$ cat src/rtl/oseq_pkg.sv
package oseq_pkg;

  localparam int ROM_AW = 6;

  localparam logic [7:0] OP_UNLOCK   = 8'hFD;
  localparam logic [7:0] KEY_OPEN    = 8'h12;
  localparam logic [7:0] OP_SLEEP    = 8'hAE;
  localparam logic [7:0] OP_WAKE     = 8'hAF;
  localparam logic [7:0] OP_MUX      = 8'hA8;
  localparam logic [7:0] OP_CONTRAST = 8'h81;
  localparam logic [7:0] OP_PHASE    = 8'hB1;
  localparam logic [7:0] OP_ROWCLK   = 8'hB2;
  localparam logic [7:0] OP_CLKDIV   = 8'hB3;
  localparam logic [7:0] OP_GRAY     = 8'hB8;
  localparam logic [7:0] OP_NOP      = 8'hE3;
  localparam logic [7:0] FILL_BYTE   = 8'hFF;

  // First and last table index of the gray-scale widths
  localparam int GRAY_LO = 29;
  localparam int GRAY_HI = 43;

  typedef enum logic [3:0] {
    S_PICK, S_FETCH, S_OPEN, S_REAL, S_WREAL, S_FILL, S_WFILL, S_GAP, S_IDLE
  } seq_state_t;

  // Divider argument: oscillator code high nibble, ratio-1 low nibble
  function automatic logic [7:0] clkdiv_arg(int ratio, int osc);
    return 8'(((osc & 15) << 4) | ((ratio - 1) & 15));
  endfunction

  // Minimum chip-select high time: one full serial clock period
  function automatic int gap_cycles(int half_div);
    return 2 * half_div;
  endfunction

  function automatic logic [7:0] gray_width(int k);
    case (k)
      0: return 8'd1;   1: return 8'd2;   2: return 8'd3;   3: return 8'd4;
      4: return 8'd5;   5: return 8'd6;   6: return 8'd8;   7: return 8'd10;
      8: return 8'd12;  9: return 8'd14;  10: return 8'd16; 11: return 8'd19;
      12: return 8'd22; 13: return 8'd26; 14: return 8'd30;
      default: return 8'd0;
    endcase
  endfunction

  // Bring-up table: count byte, then payload; zero count ends it
  function automatic logic [7:0] rom_byte(logic [ROM_AW-1:0] a, logic [7:0] ctr0);
    int ai;
    ai = int'(a);
    if (ai >= GRAY_LO && ai <= GRAY_HI) return gray_width(ai - GRAY_LO);
    case (ai)
      0:  return 8'd3;  1: return OP_UNLOCK;   2: return KEY_OPEN;  3: return OP_NOP;
      4:  return 8'd2;  5: return OP_SLEEP;    6: return OP_NOP;
      7:  return 8'd3;  8: return OP_MUX;      9: return 8'd95;     10: return OP_NOP;
      11: return 8'd3; 12: return OP_CONTRAST; 13: return ctr0;    14: return OP_NOP;
      15: return 8'd3; 16: return OP_PHASE;    17: return 8'h11;   18: return OP_NOP;
      19: return 8'd3; 20: return OP_ROWCLK;   21: return 8'd35;   22: return OP_NOP;
      23: return 8'd3; 24: return OP_CLKDIV;   25: return clkdiv_arg(3, 14);
      26: return OP_NOP;
      27: return 8'd17; 28: return OP_GRAY;    44: return OP_NOP;
      45: return 8'd2; 46: return OP_WAKE;     47: return OP_NOP;
      default: return 8'd0;
    endcase
  endfunction

  // Runtime contrast frame: opcode, value, no-op
  function automatic logic [7:0] ctr_group_byte(logic [1:0] idx, logic [7:0] v);
    case (idx)
      2'd0: return OP_CONTRAST;
      2'd1: return v;
      default: return OP_NOP;
    endcase
  endfunction

endpackage

$ cat src/rtl/seq_rom.sv
module seq_rom
  import oseq_pkg::*;
#(
  parameter logic [7:0] CONTRAST_RST = 8'd183
) (
  input  logic [ROM_AW-1:0] addr,
  output logic [7:0]        data
);

  always_comb data = rom_byte(addr, CONTRAST_RST);

endmodule

$ cat src/rtl/spi_shift_tx.sv
module spi_shift_tx #(
  parameter int HALF_DIV = 4,
  parameter int CPOL     = 1,
  parameter int CPHA     = 0
) (
  input  logic       clk,
  input  logic       rst_n,
  input  logic       start,
  input  logic [7:0] din,
  output logic       sclk,
  output logic       mosi,
  output logic       active,
  output logic       done
);

  localparam int DIV_W = $clog2(HALF_DIV + 1);
  localparam logic IDLE_LVL = 1'(CPOL);

  logic [DIV_W-1:0] div_q;
  logic [3:0]       half_q;
  logic [7:0]       sreg_q;
  logic             tick;
  logic             shift_now;

  assign tick = active && (div_q == DIV_W'(HALF_DIV - 1));

  // Choose the edge on which the next bit is presented
  generate
    if (CPHA == 0) begin : g_pha0
      assign shift_now = tick && half_q[0];
    end else begin : g_pha1
      assign shift_now = tick && !half_q[0] && (half_q != 4'd0);
    end
  endgenerate

  assign mosi = sreg_q[7];

  always_ff @(posedge clk or negedge rst_n) begin
    if (!rst_n) begin
      active <= 1'b0;
      done   <= 1'b0;
      div_q  <= '0;
      half_q <= '0;
      sreg_q <= 8'hFF;
      sclk   <= IDLE_LVL;
    end else begin
      done <= 1'b0;
      if (start && !active) begin
        active <= 1'b1;
        sreg_q <= din;
        half_q <= '0;
        div_q  <= '0;
        sclk   <= IDLE_LVL;
      end else if (active) begin
        if (tick) begin
          div_q  <= '0;
          sclk   <= ~sclk;
          half_q <= half_q + 4'd1;
          if (shift_now) sreg_q <= {sreg_q[6:0], 1'b1};
          if (half_q == 4'd15) begin
            active <= 1'b0;
            done   <= 1'b1;
          end
        end else begin
          div_q <= div_q + DIV_W'(1);
        end
      end
    end
  end

  assert_sclk_idle_R3: assert property (@(posedge clk) disable iff (!rst_n)
    !active |-> sclk == IDLE_LVL);

  assert_start_when_free_R2: assert property (@(posedge clk) disable iff (!rst_n)
    start |-> !active);

endmodule

$ cat src/rtl/seq_ctrl.sv
module seq_ctrl
  import oseq_pkg::*;
#(
  parameter int         HALF_DIV     = 4,
  parameter logic [7:0] CONTRAST_RST = 8'd183
) (
  input  logic              clk,
  input  logic              rst_n,
  input  logic [7:0]        rom_data,
  output logic [ROM_AW-1:0] rom_addr,
  output logic              tx_start,
  output logic [7:0]        tx_byte,
  input  logic              tx_done,
  input  logic              req,
  input  logic [7:0]        req_val,
  output logic              cs_n,
  output logic              busy,
  output logic              done,
  output logic [7:0]        contrast
);

  localparam int GAP   = gap_cycles(HALF_DIV);
  localparam int GAP_W = $clog2(GAP + 1);

  seq_state_t        state;
  logic [ROM_AW-1:0] ptr;
  logic [7:0]        remain;
  logic              from_ctr;
  logic [1:0]        cidx;
  logic [GAP_W-1:0]  gapcnt;
  logic              pend;
  logic [7:0]        pend_val;
  logic [7:0]        cur_val;

  // Named events for the checks below
  logic group_end;
  logic table_end;
  assign group_end = (state == S_WFILL) && tx_done && (remain == 8'd1);
  assign table_end = (state == S_FETCH) && (rom_data == 8'd0);

  assign rom_addr = ptr;
  assign busy     = (state != S_IDLE);

  always_ff @(posedge clk or negedge rst_n) begin
    if (!rst_n) begin
      state    <= S_PICK;
      ptr      <= '0;
      remain   <= '0;
      from_ctr <= 1'b0;
      cidx     <= '0;
      gapcnt   <= '0;
      pend     <= 1'b0;
      pend_val <= '0;
      cur_val  <= '0;
      cs_n     <= 1'b1;
      done     <= 1'b0;
      contrast <= CONTRAST_RST;
      tx_start <= 1'b0;
      tx_byte  <= FILL_BYTE;
    end else begin
      tx_start <= 1'b0;
      case (state)
        S_PICK: begin
          if (pend) begin
            pend     <= 1'b0;
            cur_val  <= pend_val;
            from_ctr <= 1'b1;
            cidx     <= '0;
            remain   <= 8'd3;
            state    <= S_OPEN;
          end else if (!done) begin
            state <= S_FETCH;
          end else begin
            state <= S_IDLE;
          end
        end
        S_FETCH: begin
          if (table_end) begin
            done  <= 1'b1;
            state <= S_IDLE;
          end else begin
            remain   <= rom_data;
            from_ctr <= 1'b0;
            ptr      <= ptr + ROM_AW'(1);
            state    <= S_OPEN;
          end
        end
        S_OPEN: begin
          cs_n  <= 1'b0;
          state <= S_REAL;
        end
        S_REAL: begin
          tx_start <= 1'b1;
          if (from_ctr) begin
            tx_byte <= ctr_group_byte(cidx, cur_val);
            cidx    <= cidx + 2'd1;
          end else begin
            tx_byte <= rom_data;
            ptr     <= ptr + ROM_AW'(1);
          end
          state <= S_WREAL;
        end
        S_WREAL: if (tx_done) state <= S_FILL;
        S_FILL: begin
          tx_start <= 1'b1;
          tx_byte  <= FILL_BYTE;
          state    <= S_WFILL;
        end
        S_WFILL: begin
          if (tx_done) begin
            remain <= remain - 8'd1;
            if (group_end) begin
              cs_n   <= 1'b1;
              gapcnt <= '0;
              if (from_ctr) contrast <= cur_val;
              state  <= S_GAP;
            end else begin
              state <= S_REAL;
            end
          end
        end
        S_GAP: begin
          gapcnt <= gapcnt + GAP_W'(1);
          if (gapcnt == GAP_W'(GAP - 1)) state <= S_PICK;
        end
        S_IDLE: if (pend) state <= S_PICK;
        default: state <= S_PICK;
      endcase
      // A new request overrides any older pending value
      if (req) begin
        pend     <= 1'b1;
        pend_val <= req_val;
      end
    end
  end

  // Checker: count cycles with chip select released
  logic [GAP_W-1:0] gap_seen;
  always_ff @(posedge clk or negedge rst_n) begin
    if (!rst_n)    gap_seen <= GAP_W'(GAP);
    else if (cs_n) gap_seen <= (gap_seen < GAP_W'(GAP)) ? gap_seen + GAP_W'(1) : gap_seen;
    else           gap_seen <= '0;
  end

  assert_cs_gap_R6: assert property (@(posedge clk) disable iff (!rst_n)
    $fell(cs_n) |-> gap_seen >= GAP_W'(GAP));

  assert_done_sticky_R10: assert property (@(posedge clk) disable iff (!rst_n)
    done |=> done);

  assert_busy_in_frame_R10: assert property (@(posedge clk) disable iff (!rst_n)
    !cs_n |-> busy);

  assert_group_closes_R1: assert property (@(posedge clk) disable iff (!rst_n)
    group_end |=> cs_n);

endmodule

$ cat src/rtl/oled_init_seq.sv
module oled_init_seq
  import oseq_pkg::*;
#(
  parameter int         HALF_DIV     = 4,
  parameter int         CPOL         = 1,
  parameter int         CPHA         = 0,
  parameter logic [7:0] CONTRAST_RST = 8'd183
) (
  input  logic       clk,
  input  logic       rst_n,
  input  logic       ctr_req,
  input  logic [7:0] ctr_val,
  output logic       sclk,
  output logic       mosi,
  output logic       cs_n,
  output logic       dc,
  output logic [7:0] contrast,
  output logic       busy,
  output logic       done
);

  logic [ROM_AW-1:0] rom_addr;
  logic [7:0]        rom_data;
  logic              tx_start;
  logic [7:0]        tx_byte;
  logic              tx_done;
  logic              tx_active;

  // Only command groups are produced, so the select stays in command mode
  assign dc = 1'b0;

  seq_rom #(.CONTRAST_RST(CONTRAST_RST)) u_rom (
    .addr (rom_addr),
    .data (rom_data)
  );

  seq_ctrl #(.HALF_DIV(HALF_DIV), .CONTRAST_RST(CONTRAST_RST)) u_ctrl (
    .clk      (clk),
    .rst_n    (rst_n),
    .rom_data (rom_data),
    .rom_addr (rom_addr),
    .tx_start (tx_start),
    .tx_byte  (tx_byte),
    .tx_done  (tx_done),
    .req      (ctr_req),
    .req_val  (ctr_val),
    .cs_n     (cs_n),
    .busy     (busy),
    .done     (done),
    .contrast (contrast)
  );

  spi_shift_tx #(.HALF_DIV(HALF_DIV), .CPOL(CPOL), .CPHA(CPHA)) u_tx (
    .clk    (clk),
    .rst_n  (rst_n),
    .start  (tx_start),
    .din    (tx_byte),
    .sclk   (sclk),
    .mosi   (mosi),
    .active (tx_active),
    .done   (tx_done)
  );

  assert_shift_in_frame_R1: assert property (@(posedge clk) disable iff (!rst_n)
    tx_active |-> !cs_n);

  assert_ctr_update_R8: assert property (@(posedge clk) disable iff (!rst_n)
    !$stable(contrast) |-> $rose(cs_n));

endmodule

$ cat config.mk
export PLATFORM = sky130hd
export DESIGN_NAME = oled_init_seq
export DESIGN_NICKNAME = d
export VERILOG_FILES = /design/src/rtl/oseq_pkg.sv /design/src/rtl/seq_rom.sv /design/src/rtl/spi_shift_tx.sv /design/src/rtl/seq_ctrl.sv /design/src/rtl/oled_init_seq.sv
export SDC_FILE = /design/constraint.sdc
export NUM_CORES = 1
export LEC_CHECK = 0
export CAP_MARGIN = 10
export CORE_UTILIZATION = 50
export CTS_CLUSTER_SIZE = 8
export DETAILED_ROUTE_END_ITERATION = 12
export PLACE_DENSITY = 0.76
export SLEW_MARGIN = 20
export SYNTH_ARGS = -nofsm -noshare
export SYNTH_HDL_FRONTEND = slang
export SYNTH_SLANG_ARGS = --single-unit
export TNS_END_PERCENT = 50
$ cat constraint.sdc
create_clock -name clk -period 4.65 [get_ports clk]
set_clock_uncertainty 0.15 [all_clocks]
set_input_delay 1.1625 -clock clk [delete_from_list [all_inputs] [get_ports clk]]
set_output_delay 1.1625 -clock clk [all_outputs]
set_load 0.02 [all_outputs]
-- Word level (Yosys, flattened, before mapping)
Memories as Yosys holds them, arrays and structs flattened.
Cells that the tools add are included.
- memories: 2
- input port bits: 11
- output and inout port bits: 14
- flip-flop bits (word level): 79
- ROM bits: 592
- word-level logic and storage cells: 150
- muxes and demuxes: 59
- reductions and logical operators: 36
- bitwise gates (word level): 1
- add/sub/neg operators: 7
- equal/unequal tests: 23
- $lt $le $gt $ge: 2
- memories (memory ; depth ; bits a word ; rd ports ; clocked after memory_dff ; write ports ; line ; RTL):
    (no name shown) ; 64 ; 8 ; 1 ; 0 ; 0 ; oseq_pkg.sv:51 ; case (ai)
    (no name shown) ; 16 ; 5 ; 1 ; 0 ; 0 ; oseq_pkg.sv:37 ; case (k)
- operators by type and width (operator ; number):
    8-bit 2-to-1 mux ; 11
    4-bit 2-to-1 mux ; 12
    4-bit one-hot mux with 9 select lines ; 1
    8-bit one-hot mux with 2 select lines ; 2
    28-bit zero test ; 1
    8-bit one-hot mux with 3 select lines ; 1
    4-bit by 3-bit == test with 1-bit output, second input constant ; 5
    2-bit nonzero test ; 10
    1-bit 2-to-1 mux ; 19
    3-bit AND reduction ; 6
    2-bit by 1-bit != test with 1-bit output, second input constant ; 7
    3-bit 2-to-1 mux ; 4
    6-bit 2-to-1 mux ; 2
    6-bit one-hot mux with 2 select lines ; 1
    4-bit AND reduction ; 3
    4-bit by 1-bit adder with 4-bit output, second input constant ; 2
    4-bit by 2-bit == test with 1-bit output, second input constant ; 2
    4-bit == test, second input constant ; 2
    8-bit by 1-bit == test with 1-bit output, second input constant ; 1
    8-bit zero test ; 1
    4-bit one-hot mux with 2 select lines ; 1
    8-bit by 1-bit subtractor with 8-bit output, second input constant ; 1
    1-bit logical AND ; 7
    6-bit by 5-bit subtractor with 7-bit output, second input constant ; 1
    20 further kinds ; 25

-- Longest topological paths before layout
Gate-level depths: netlist of the first run.
- depth in word-level cells: 9
- gate-level depth with buffers: 14
- gate-level depth less buffers: 11

-- Hierarchy
From an unflattened synthesis of the first run, not the netlist that was laid out.
- cell total of the unflattened synthesis: 478
- area, all modules: 4823.4 um2
- modules (own cells, without submodules) (module ; times used ; area an instance (um2) ; sequential area each (um2) ; cells an instance):
    seq_ctrl ; 1 ; 3019.1 ; 1545.2 ; 275
    seq_rom ; 1 ; 909.6 ; 0.0 ; 135
    spi_shift_tx ; 1 ; 883.3 ; 461.7 ; 66
    oled_init_seq ; 1 ; 11.3 ; 0.0 ; 2

-- Least setup slack after synthesis of the first run
OpenSTA, ideal clock, no wires.
- path kind: reg-to-reg
- start point: register u_ctrl.ptr[1], in the netlist u_ctrl.rom_addr[1]
- end point: register u_ctrl.remain[7]
- path buffers: 3
- setup time: 0.064 ns
- setup slack: 1.116 ns
- cell stages (with the launch flop): 14
- arrival: 3.320 ns
- data required time: 4.436 ns
- clock period less this slack: 3.534 ns
- path through: dfrtp_1 buf_2 clkbuf_1 inv_1 ha_1 inv_1 ha_1 or3_1 and4_1 and2_4 or4_1 buf_2 o311ai_1 a21o_1
- word-level cells in the longest chain between the ends: 9
- elaborated cells on any way between the ends: 17
- classes of those cells: add/sub (1); order compare (2); eq/ne (1); mux (6); reduce/logical (5); memory (2)
- RTL lines (element ; line ; RTL):
    start: declaration ; seq_ctrl.sv:26 ; logic [ROM_AW-1:0] ptr;
    start signal: assignment ; seq_ctrl.sv:84 ; ptr <= ptr + ROM_AW'(1);
    start signal: assignment ; seq_ctrl.sv:99 ; ptr <= ptr + ROM_AW'(1);
    6-bit by 5-bit subtractor with 7-bit output ; oseq_pkg.sv:50 ; if (ai >= GRAY_LO && ai <= GRAY_HI) return gray_width(ai - GRAY_LO);
    memory read 16 x 5 bit or 28-bit zero test (tied branches) ; -- ;
    8-bit 2-to-1 mux ; oseq_pkg.sv:37 ;
    8-bit 2-to-1 mux ; oseq_pkg.sv:50 ;
    8-bit 2-to-1 mux * ; oseq_pkg.sv:51 ;
    8-bit zero test ; seq_ctrl.sv:39 ; assign table_end = (state == S_FETCH) && (rom_data == 8'd0);
    1-bit logical AND ; seq_ctrl.sv:39 ;
    2-bit != test (no source line) ; -- ;
    4-bit AND reduction (no source line) ; -- ;
    end signal: assignment ; seq_ctrl.sv:82 ; remain <= rom_data;
    end signal: assignment ; seq_ctrl.sv:111 ; remain <= remain - 8'd1;
    end: declaration ; seq_ctrl.sv:27 ; logic [7:0] remain;
Mark *: on every way between the ends. The rest lies on a longest branch, timed or not. The select of a mux whose other input is x is not followed.
A chain may end at the register's enable or synchronous reset.

-- Worst setup path in the final report of the first run
- start point: register u_ctrl.ptr[0], in the netlist u_ctrl.rom_addr[0]
- end point: register u_ctrl.remain[7]
The elaborated chain is that of the path after synthesis.

==> results of run 1 <==
## cell usage in the layout, fill, tap and decap left out, types with 3 or more instances in the layout
master and count:
clkdlybuf4s50_1 22, and3_1 5, nor2_1 40, a21o_1 4, xnor2_1 7, a31oi_1 17, o22a_1 3, o221ai_1 3
a311o_1 3, mux2_2 25, nand4_1 6, o21ai_1 3, and2_1 4, dfrtp_1 55, nand2b_1 11, nand3_1 23
o31ai_1 5, o21ai_0 33, clkinv_2 3, a21oi_1 28, buf_4 7, a22o_1 3, mux2i_1 5, ha_1 19
or3_1 8, nor3_1 9, o211ai_1 10, dfstp_2 24, inv_1 18, or4_1 5, o22ai_1 5, o21a_1 3
clkbuf_8 9, nor2b_1 5, nand2_1 65
## per-layer routing
layer / global-route usage (%) / share of wire, %
met5: 0 / 0
met4: 7.135 / 1.9
met3: 4.555 / 5.6
met2: 35.91 / 46
met1: 35.09 / 46
## flip-flops by register name, summed over array words and instances, names as in the netlist
name / flops
u_ctrl.contrast: 8
u_ctrl.cur_val: 8
u_ctrl.pend_val: 8
u_ctrl.remain: 8
u_ctrl.tx_byte: 8
u_tx.sreg_q: 8
u_ctrl.rom_addr: 6
u_ctrl.gapcnt: 4
u_ctrl.state: 4
u_tx.half_q: 4
u_tx.div_q: 3
u_ctrl.cidx: 2
u_ctrl.cs_n: 1
u_ctrl.done: 1
u_ctrl.from_ctr: 1
u_ctrl.pend: 1
u_ctrl.tx_start: 1
u_tx.active: 1
u_tx.done: 1
u_tx.sclk: 1
## path summary, 6_finish.rpt
kind                       cells after the start                        endpoint                            from
setup / recovery                              11    u_ctrl.remain[7]$_DFFE_PN0P_  u_ctrl.rom_addr[0]$_DFFE_PN0P_
min in group asynchronous                      1  u_ctrl.contrast[6]$_DFFE_PN0P_                           rst_n
setup reg to reg                              11    u_ctrl.remain[7]$_DFFE_PN0P_  u_ctrl.rom_addr[0]$_DFFE_PN0P_
hold / removal                                 2      u_tx.sreg_q[2]$_DFFE_PN1P_      u_tx.sreg_q[1]$_DFFE_PN1P_
max in group asynchronous                      2      u_tx.sreg_q[6]$_DFFE_PN1P_                           rst_n
hold reg to reg                                2      u_tx.sreg_q[2]$_DFFE_PN1P_      u_tx.sreg_q[1]$_DFFE_PN1P_
## power by group through the flow
stage	Sequential, mW	Combinational (mW)	Clock, mW
floorplan	1.09	0.928	0
global placement	1.16	1.10	0
detailed placement	1.17	1.13	0
CTS	1.16	1.14	0.510
global route	1.20	1.29	0.535
finish	1.17	1.15	0.503
## metrics by stage
step | std cells | total power [mW]
finish | 682 | 2.823
global route | 682 | 3.027
CTS | 681 | 2.807
detailed placement | 665 | 2.301
global placement | 665 | 2.263
floorplan | 542 | 2.017
## worst reg2reg max path, stage by stage, from the launching register on
cell and delay, ns:
dfrtp_1 0.39, inv_1 0.27, ha_1 0.43, inv_1 0.13
ha_1 0.41, inv_2 0.13, a211o_1 0.25, and4_1 0.23
and2_4 0.18, or4_1 0.68, o311ai_1 0.33, a21o_1 0.15
## kinds of logic (layout without fill, tap and decap cells)
kind of cell	after synthesis	after routing	share of synthesized area, %
compound gates	152	152	21.00
xor+xnor	8	8	1.691
fa+ha+maj	19	19	4.794
buf+inv	55	66	5.198
flops	79	79	40.47
mux	30	30	6.687
other cells	1	1	0.07563
simple gates	198	198	20.09
## layout make-up
cell class	instances	area, um2	share of cell area [%]
flip-flops and latches	79	2007	36.98
repair buffers	30	300.3	5.532
clock inverters	6	62.56	1.153
inverters	20	75.07	1.383
multi-input cells	408	2694	49.63
clock buffers	10	127.6	2.351
well taps	129	161.4	2.974
==> impl_metrics.json, run 1 <==
{
  "yosys.area.top_type_share_pct": 27.76,
  "worstSetupEndpointType": "flip-flop",
  "grt.total_usage_pct": 23.95,
  "syn_area_per_cell_um2": 9.149,
  "start_util_pct": 52.66,
  "cp-start-kind": "flip-flop",
  "cts_buffer_depth": 2,
  "critPathTopFamily": "simple AND/OR/NAND/NOR gates",
  "setup.worst_path.class": "flip-flop to flip-flop",
  "path_clk_slew_ns": 0.09,
  "grt.overflow.total": 0,
  "cts_root_buf": "clkbuf_8",
  "ys_types": 74,
  "fin_setup_tns_ns": 0,
  "fin_crit_ns": 3.771,
  "die-width_um": 101.6,
  "synth_enable_flop_cells": 0,
  "netlist_top_cells_count": "65 x nand2_1, 55 x dfrtp_1, 40 x nor2_1, 33 x o21ai_0, 28 x a21oi_1",
  "clockPowerShare_pct": 17.8,
  "antenna_found_initial": 0,
  "status": "finished, final reports clean",
  "dp_hpwl_um": 8061,
  "p_sw_mw": 1.152,
  "hold_viol_final": 0,
  "p_int_mw": 1.671,
  "critPathMaxFanout": 10,
  "maxCapViolCount": 0,
  "cpPeakStageDelay_ns": 0.68,
  "arrival_ns": 3.92,
  "ant_nets": 0,
  "dp_slack_ns": 0.9781,
  "postCtsHoldBufs": 0,
  "synth_largest_area_cell": "dfrtp_1",
  "core_um2": 9415,
  "drive_gt1_share_pct": 15.73,
  "placed_cell_area_um2": 5210,
  "fillCellCount": 791,
  "wire_per_inst_um": 17.35,
  "dr.pass1.iters": 5,
  "p_sw_share_pct": 40.80,
  "crit_chain": "inv_1 > ha_1 > inv_1 > ha_1 > inv_2 > a211o_1 > and4_1 > and2_4 > or4_1 > o311ai_1 > a21o_1",
  "utilization_pct": 57.65,
  "pin_count": 25,
  "drv_slew": 0,
  "final_nets": 578,
  "routed_wl_um": 11840,
  "grt_setup_unrepaired": "no",
  "vias": 4196,
  "hold_ws_ns": 0.3270,
  "rows": 35,
  "powerDensity_nw_per_um2": 520.2,
  "synthTopCellsByArea": "dfrtp_1 28%, dfstp_2 13%, mux2_2 5.7%",
  "hold_class": "flip-flop to flip-flop",
  "first_iter_violations": 429,
  "place.port_buffers": 23,
  "fmax_mhz": 265.2,
  "syn_area_um2": 4959,
  "async_flop_share_pct": 100.0,
  "synthesis.nets": 572,
  "combPwrFrac_pct": 40.8,
  "ys.warnings.count": 0,
  "synthFlopType": "dfrtp_1",
  "dieArea_um2": 10320,
  "seqPwrFrac_pct": 41.3,
  "finalInstanceArea_um2": 5428,
  "cts_setup_buffers": 0,
  "gp_congestion": 0.9640,
  "avgViaCountPerCell": 6.152,
  "relSlewSlack_pct": 26.44,
  "finalCritPeriodShare_pct": 81.09,
  "grt_pass1_wl_um": 19080,
  "setup_viol": 0,
  "leakage_nw": 2.253,
  "yosysSeqAreaShare_pct": 40.47,
  "area_growth_pct": 9.463,
  "cts_buffers": 9,
  "clk_latency_ns": 0.36,
  "cts_resized": 0,
  "setup_ws_ns": 0.8791,
  "cts.sinks": 79,
  "crit_required_ns": 4.80,
  "critical-path-slowest-cell": "or4_1",
  "synth_most_common_cell": "nand2_1",
  "drcViolationCount": 0,
  "worst-r2r-setup-slack_ns": 0.88,
  "vdd_drop_max_mv": 0.4181,
  "fp.dieH_um": 101.6,
  "tightest_slew_ns": 1.101,
  "synth_seq_cells": 79,
  "synthCells": 542,
  "cts_htree_levels": 3,
  "cts_tree": "done",
  "grt_max_degree": 80,
  "grt_pass1_vias": 3813,
  "crit_buf_inv": 3,
  "antennaDiodeCount": 0
}
Note: power is estimated with default switching activity, not from simulation.
==> run 2, diff against run 1 <==
--- a/config.mk
+++ b/config.mk
@@ -9,7 +9,7 @@
 export CORE_UTILIZATION = 50
 export CTS_CLUSTER_SIZE = 8
 export DETAILED_ROUTE_END_ITERATION = 12
-export PLACE_DENSITY = 0.76
+export PLACE_DENSITY = 0.79
 export SLEW_MARGIN = 20
 export SYNTH_ARGS = -nofsm -noshare
 export SYNTH_HDL_FRONTEND = slang
==> constraint.sdc (replaced) <==
create_clock -name clk -period 3.44 [get_ports clk]
set_clock_uncertainty 0.15 [all_clocks]
set_input_delay 0.86 -clock clk [delete_from_list [all_inputs] [get_ports clk]]
set_output_delay 0.86 -clock clk [all_outputs]
set_load 0.02 [all_outputs]
==> impl_metrics.json, run 2 (synthesis results as in run 1) <==
{
  "hold_class": "flip-flop to flip-flop",
  "final_cell_mix": "65 x nand2_1, 55 x dfrtp_1, 40 x nor2_1",
  "cts_resized": 0,
  "fin_setup_tns_ns": 0,
  "pin_count": 25,
  "reg2reg_from": "u_ctrl.rom_addr[0]$_DFFE_PN0P_",
  "endpoint": "u_ctrl.rom_addr[4]$_DFFE_PN0P_",
  "crit_chain": "inv_1 > ha_4 > inv_1 > ha_2 > inv_2 > a211o_1 > and4_1 > and2_4 > nor4_4 > a211oi_1 > a311o_1",
  "power_mw": 3.899,
  "routed_wl_um": 11890,
  "cpPeakStageDelay_ns": 0.54,
  "start_util_pct": 52.66,
  "cts_tree": "done",
  "core_um2": 9415,
  "finalCritPeriodShare_pct": 93.63,
  "placed_cell_area_um2": 5305,
  "setup.worst_path.class": "flip-flop to flip-flop",
  "maxCapViolCount": 0,
  "drcViolationCount": 0,
  "final_nets": 588,
  "grt_setup_unrepaired": "no",
  "status": "finished, final reports clean",
  "setup_viol": 0,
  "worstSetupEndpointType": "flip-flop",
  "fp.dieH_um": 101.6,
  "critPathMaxFanout": 9,
  "antenna_found_initial": 0,
  "leakage_nw": 2.294,
  "gp_congestion": 0.9261,
  "area_growth_pct": 11.41,
  "fin_crit_ns": 3.221,
  "tightest_slew_ns": 0.9562,
  "dieArea_um2": 10320,
  "cts_buffers": 9,
  "place.port_buffers": 23,
  "wire_per_inst_um": 17.18,
  "grt.overflow.total": 0,
  "cts_buffer_depth": 2,
  "cp-start-kind": "flip-flop",
  "arrival_ns": 3.31,
  "hp-start": "u_tx.sreg_q[3]$_DFFE_PN1P_",
  "grt_pass1_wl_um": 19660,
  "r2r_cells": 11,
  "cts.sinks": 79,
  "critical-path-slowest-cell": "nor4_4",
  "grt_pass1_vias": 4069,
  "hold_viol_final": 0,
  "dp_hpwl_um": 8521,
  "dr.pass1.iters": 5,
  "grt_max_degree": 80,
  "ant_nets": 0,
  "critPathLaunch": "u_ctrl.rom_addr[0]$_DFFE_PN0P_",
  "drv_slew": 0,
  "antennaDiodeCount": 0,
  "avgViaCountPerCell": 6.155,
  "cts_setup_buffers": 0,
  "crit_required_ns": 3.53,
  "die-width_um": 101.6,
  "rows": 35,
  "cts_root_buf": "clkbuf_8",
  "grt.total_usage_pct": 24.32,
  "path_clk_slew_ns": 0.09,
  "worst-r2r-setup-slack_ns": 0.22,
  "first_iter_violations": 363,
  "final_common_cell": "nand2_1",
  "crit_buf_inv": 3,
  "timing.rr.end": "u_ctrl.rom_addr[4]$_DFFE_PN0P_",
  "vias": 4259,
  "postCtsHoldBufs": 0,
  "finalInstanceArea_um2": 5524,
  "path_depth": 11,
  "critPathTopFamily": "simple AND/OR/NAND/NOR gates",
  "crit_top_cell": "inv_1",
  "cts_htree_levels": 3,
  "vdd_drop_max_mv": 0.4024,
  "clk_latency_ns": 0.36,
  "utilization_pct": 58.67,
  "relSlewSlack_pct": 36.25,
  "fmax_mhz": 310.5,
  "drive_gt1_share_pct": 18.12,
  "powerDensity_nw_per_um2": 705.8,
  "hold_ws_ns": 0.3401
}
-- run 2: cell count changes in the layout (fill, tap and decap cells not counted), moves of 2 or more --
cell / previous run / this run
buf_4: 7 / 18
clkinv_2: 3 / 0
ha_1: 19 / 17
inv_6: 0 / 2
-- run 2: metal layers --
| layer | GRT usage, % | wire length (um) | share of wire [%] | vias to the layer above |
|---|---|---|---|---|
| li1 | - | - | - | 2012 |
| met1 | 33.01 | 5165 | 43 | 2043 |
| met2 | 38.36 | 5623 | 47 | 175 |
| met3 | 4.486 | 829 | 7.0 | 29 |
| met4 | 10.03 | 273 | 2.3 | 0 |
| met5 | 0 | 0 | 0 | - |
-- run 2: worst min-delay path, cell delays in order, from the launching register on --
cell and delay [ns]:
dfstp_2 0.38, nand2_1 0.05, a31oi_1 0.07
-- run 2: power by group --
part / internal [mW] / switching (mW)
Sequential: 1.27 / 0.295
Combinational: 0.671 / 0.925
Clock: 0.366 / 0.368
-- run 2: worst min path at each step --
stage / endpoint / slack, ns / cells past startpoint
CTS: u_tx.sreg_q[2]$_DFFE_PN1P_ / 0.34 / 2
global route: u_tx.sreg_q[2]$_DFFE_PN1P_ / 0.35 / 2
finish: u_tx.sreg_q[4]$_DFFE_PN1P_ / 0.34 / 2
detailed placement: u_ctrl.cs_n$_DFFE_PN1P_ / 0.33 / 2
floorplan: u_tx.half_q[3]$_DFFE_PN0P_ / 0.30 / 1
global placement: u_tx.half_q[3]$_DFFE_PN0P_ / 0.32 / 1
-- run 2: through the flow --
step                setup slack (ns)  cells
finish                        0.2190    692
global route                 0.02235    692
detailed placement            0.1484    676
CTS                           0.1073    692
global placement              0.2531    676
floorplan                    0.05458    542
-- run 2: area by class of cell --
class / instances / area, um2
fill: 787 / 3891
multi-input combinational: 408 / 2713
sequential: 79 / 2007
timing repair buffer: 40 / 355.3
tap: 129 / 161.4
clock buffer: 10 / 137.6
clock inverter: 6 / 75.07
inverter: 20 / 75.07
==> run 3, diff against run 2 <==
--- a/config.mk
+++ b/config.mk
@@ -6,10 +6,14 @@
 export NUM_CORES = 1
 export LEC_CHECK = 0
 export CAP_MARGIN = 10
-export CORE_UTILIZATION = 50
+export CELL_PAD_IN_SITES_DETAIL_PLACEMENT = 1
+export CELL_PAD_IN_SITES_GLOBAL_PLACEMENT = 1
+export CORE_MARGIN = 5
+export CORE_UTILIZATION = 43
 export CTS_CLUSTER_SIZE = 8
 export DETAILED_ROUTE_END_ITERATION = 12
-export PLACE_DENSITY = 0.79
+export MAX_ROUTING_LAYER = met4
+export PLACE_DENSITY = 0.85
 export SLEW_MARGIN = 20
 export SYNTH_ARGS = -nofsm -noshare
 export SYNTH_HDL_FRONTEND = slang
==> impl_metrics.json, run 3 (synthesis results as in run 1) <==
{
  "status": "finished, final reports clean",
  "dpl.cell_count": 689,
  "hold_viol_final": 0,
  "r2r_cells": 11,
  "wire_per_inst_um": 22.27,
  "tightest_slew_ns": 0.7855,
  "timing.rr.end": "u_ctrl.remain[7]$_DFFE_PN0P_",
  "cp-start-kind": "flip-flop",
  "worst-r2r-setup-slack_ns": 0.17,
  "arrival_ns": 3.39,
  "grt_setup_unrepaired": "yes",
  "start_util_pct": 43.61,
  "setup_viol": 0,
  "pin_count": 25,
  "area_growth_pct": 14.58,
  "relSlewSlack_pct": 47.44,
  "vdd_drop_max_mv": 0.4266,
  "seqPwrFrac_pct": 37.6,
  "fin_crit_ns": 3.273,
  "grt.total_usage_pct": 23.36,
  "fin_setup_tns_ns": 0,
  "placed_cell_area_um2": 5315,
  "postCtsHoldBufs": 0,
  "reg2reg_from": "u_ctrl.rom_addr[1]$_DFFE_PN0P_",
  "drcViolationCount": 0,
  "powerDensity_nw_per_um2": 755.5,
  "core_um2": 11370,
  "cts_htree_levels": 3,
  "power_mw": 4.293,
  "dieArea_um2": 13780,
  "utilization_pct": 49.97,
  "setup_ws_ns": 0.1668,
  "first_iter_violations": 367,
  "worstSetupEndpointType": "flip-flop",
  "combPwrFrac_pct": 40.6,
  "finalCritPeriodShare_pct": 95.15,
  "grt_pass1_wl_um": 25900,
  "cts_buffers": 9,
  "finalInstanceArea_um2": 5682,
  "maxCapViolCount": 0,
  "rows": 39,
  "fp.dieH_um": 117.4,
  "final_common_cell": "nand2_1",
  "p_sw_share_pct": 42.08,
  "place.port_buffers": 23,
  "path_clk_slew_ns": 0.06,
  "clk_latency_ns": 0.34,
  "cts_tree": "done",
  "dp_slack_ns": 0.1271,
  "gp_congestion": 0.9383,
  "dp_hpwl_um": 10870,
  "layout.cells.non_filler": 709,
  "cts.sinks": 79,
  "grt_max_degree": 80,
  "avgViaCountPerCell": 6.392,
  "antenna_found_initial": 0,
  "routed_wl_um": 15790,
  "p_int_mw": 2.486,
  "setup.worst_path.class": "flip-flop to flip-flop",
  "grt.overflow.total": 0,
  "vias": 4532,
  "fmax_mhz": 305.5,
  "p_sw_mw": 1.806,
  "drive_gt1_share_pct": 18.90,
  "ant_nets": 0,
  "cts_root_buf": "clkbuf_16",
  "final_nets": 591,
  "grt_pass1_vias": 4760,
  "dr.pass1.iters": 5,
  "antennaDiodeCount": 0,
  "leakage_nw": 2.344,
  "cts_buffer_depth": 2,
  "die-width_um": 117.4,
  "clockPowerShare_pct": 21.8,
  "final_cell_mix": "65 x nand2_1, 55 x dfrtp_1, 40 x nor2_1",
  "crit_required_ns": 3.56,
  "critPathMaxFanout": 9,
  "hold_ws_ns": 0.2543,
  "drv_slew": 0,
  "hold_class": "input pin to asynchronous set/reset pin"
}
[run 3: changes by cell type in the layout (fill, tap and decap cells not counted), moves of 2 or more]
cell        delta
buf_4          +2
clkinvlp_4     +2
clkbuf_16      +9
clkbuf_8       -8
[run 3: timing repair]
action	in CTS	in global routing
gates resized for setup	0	5
setup buffers	0	3
setup endpoints to repair	0	15
[run 3: how the worst max path moves through the flow]
stage	slack (ns)	end	startpoint
finish	0.17	u_ctrl.remain[7]$_DFFE_PN0P_	u_ctrl.rom_addr[1]$_DFFE_PN0P_
detailed placement	0.13	u_ctrl.state[1]$_DFFE_PN0P_	u_ctrl.rom_addr[1]$_DFFE_PN0P_
global route	-0.009	u_ctrl.remain[7]$_DFFE_PN0P_	u_ctrl.rom_addr[1]$_DFFE_PN0P_
CTS	0.002	u_ctrl.remain[7]$_DFFE_PN0P_	u_ctrl.rom_addr[1]$_DFFE_PN0P_
global placement	0.25	u_ctrl.remain[7]$_DFFE_PN0P_	u_ctrl.rom_addr[1]$_DFFE_PN0P_
floorplan	0.05	u_ctrl.remain[7]$_DFFE_PN0P_	u_ctrl.rom_addr[1]$_DFFE_PN0P_
[run 3: layer usage]
metal  vias to the layer above  GRT usage (%)  part of all wire, %
met3                        33          3.465                  4.4
met1                      2329          29.61                   41
met2                       155          38.58                   52
met4                         0          7.252                  2.0
li1                       2015              -                    -
met5                         -              -                    0
[run 3: area by class of cell]
cell class                      count  area, um2
Fill cell                        1296       5688
Multi-Input combinational cell    408       2730
Sequential cell                    79       2007
Timing Repair Buffer               43      397.9
Clock buffer                       11      252.7
Tap cell                          143      178.9
Inverter                           20      75.07
Clock inverter                      5      40.04
[run 3: power groups by stage]
stage	sequential [mW]	clock, mW	combinational (mW)
2_1_floorplan	1.47	0	1.26
3_5_place_dp	1.60	0	1.67
5_1_grt	1.65	0.989	1.89
4_1_cts	1.60	0.945	1.71
6_report	1.62	0.936	1.74
3_3_place_gp	1.57	0	1.54
[run 3: worst max-delay path, cell delays in order (launching register included)]
cell and delay (ns):
dfrtp_1 0.38, inv_1 0.16, ha_4 0.23, inv_1 0.08, ha_2 0.39, inv_2 0.10
a211o_1 0.23, and4_1 0.21, and2_4 0.17, or4_4 0.60, o311ai_2 0.34, a21o_1 0.18
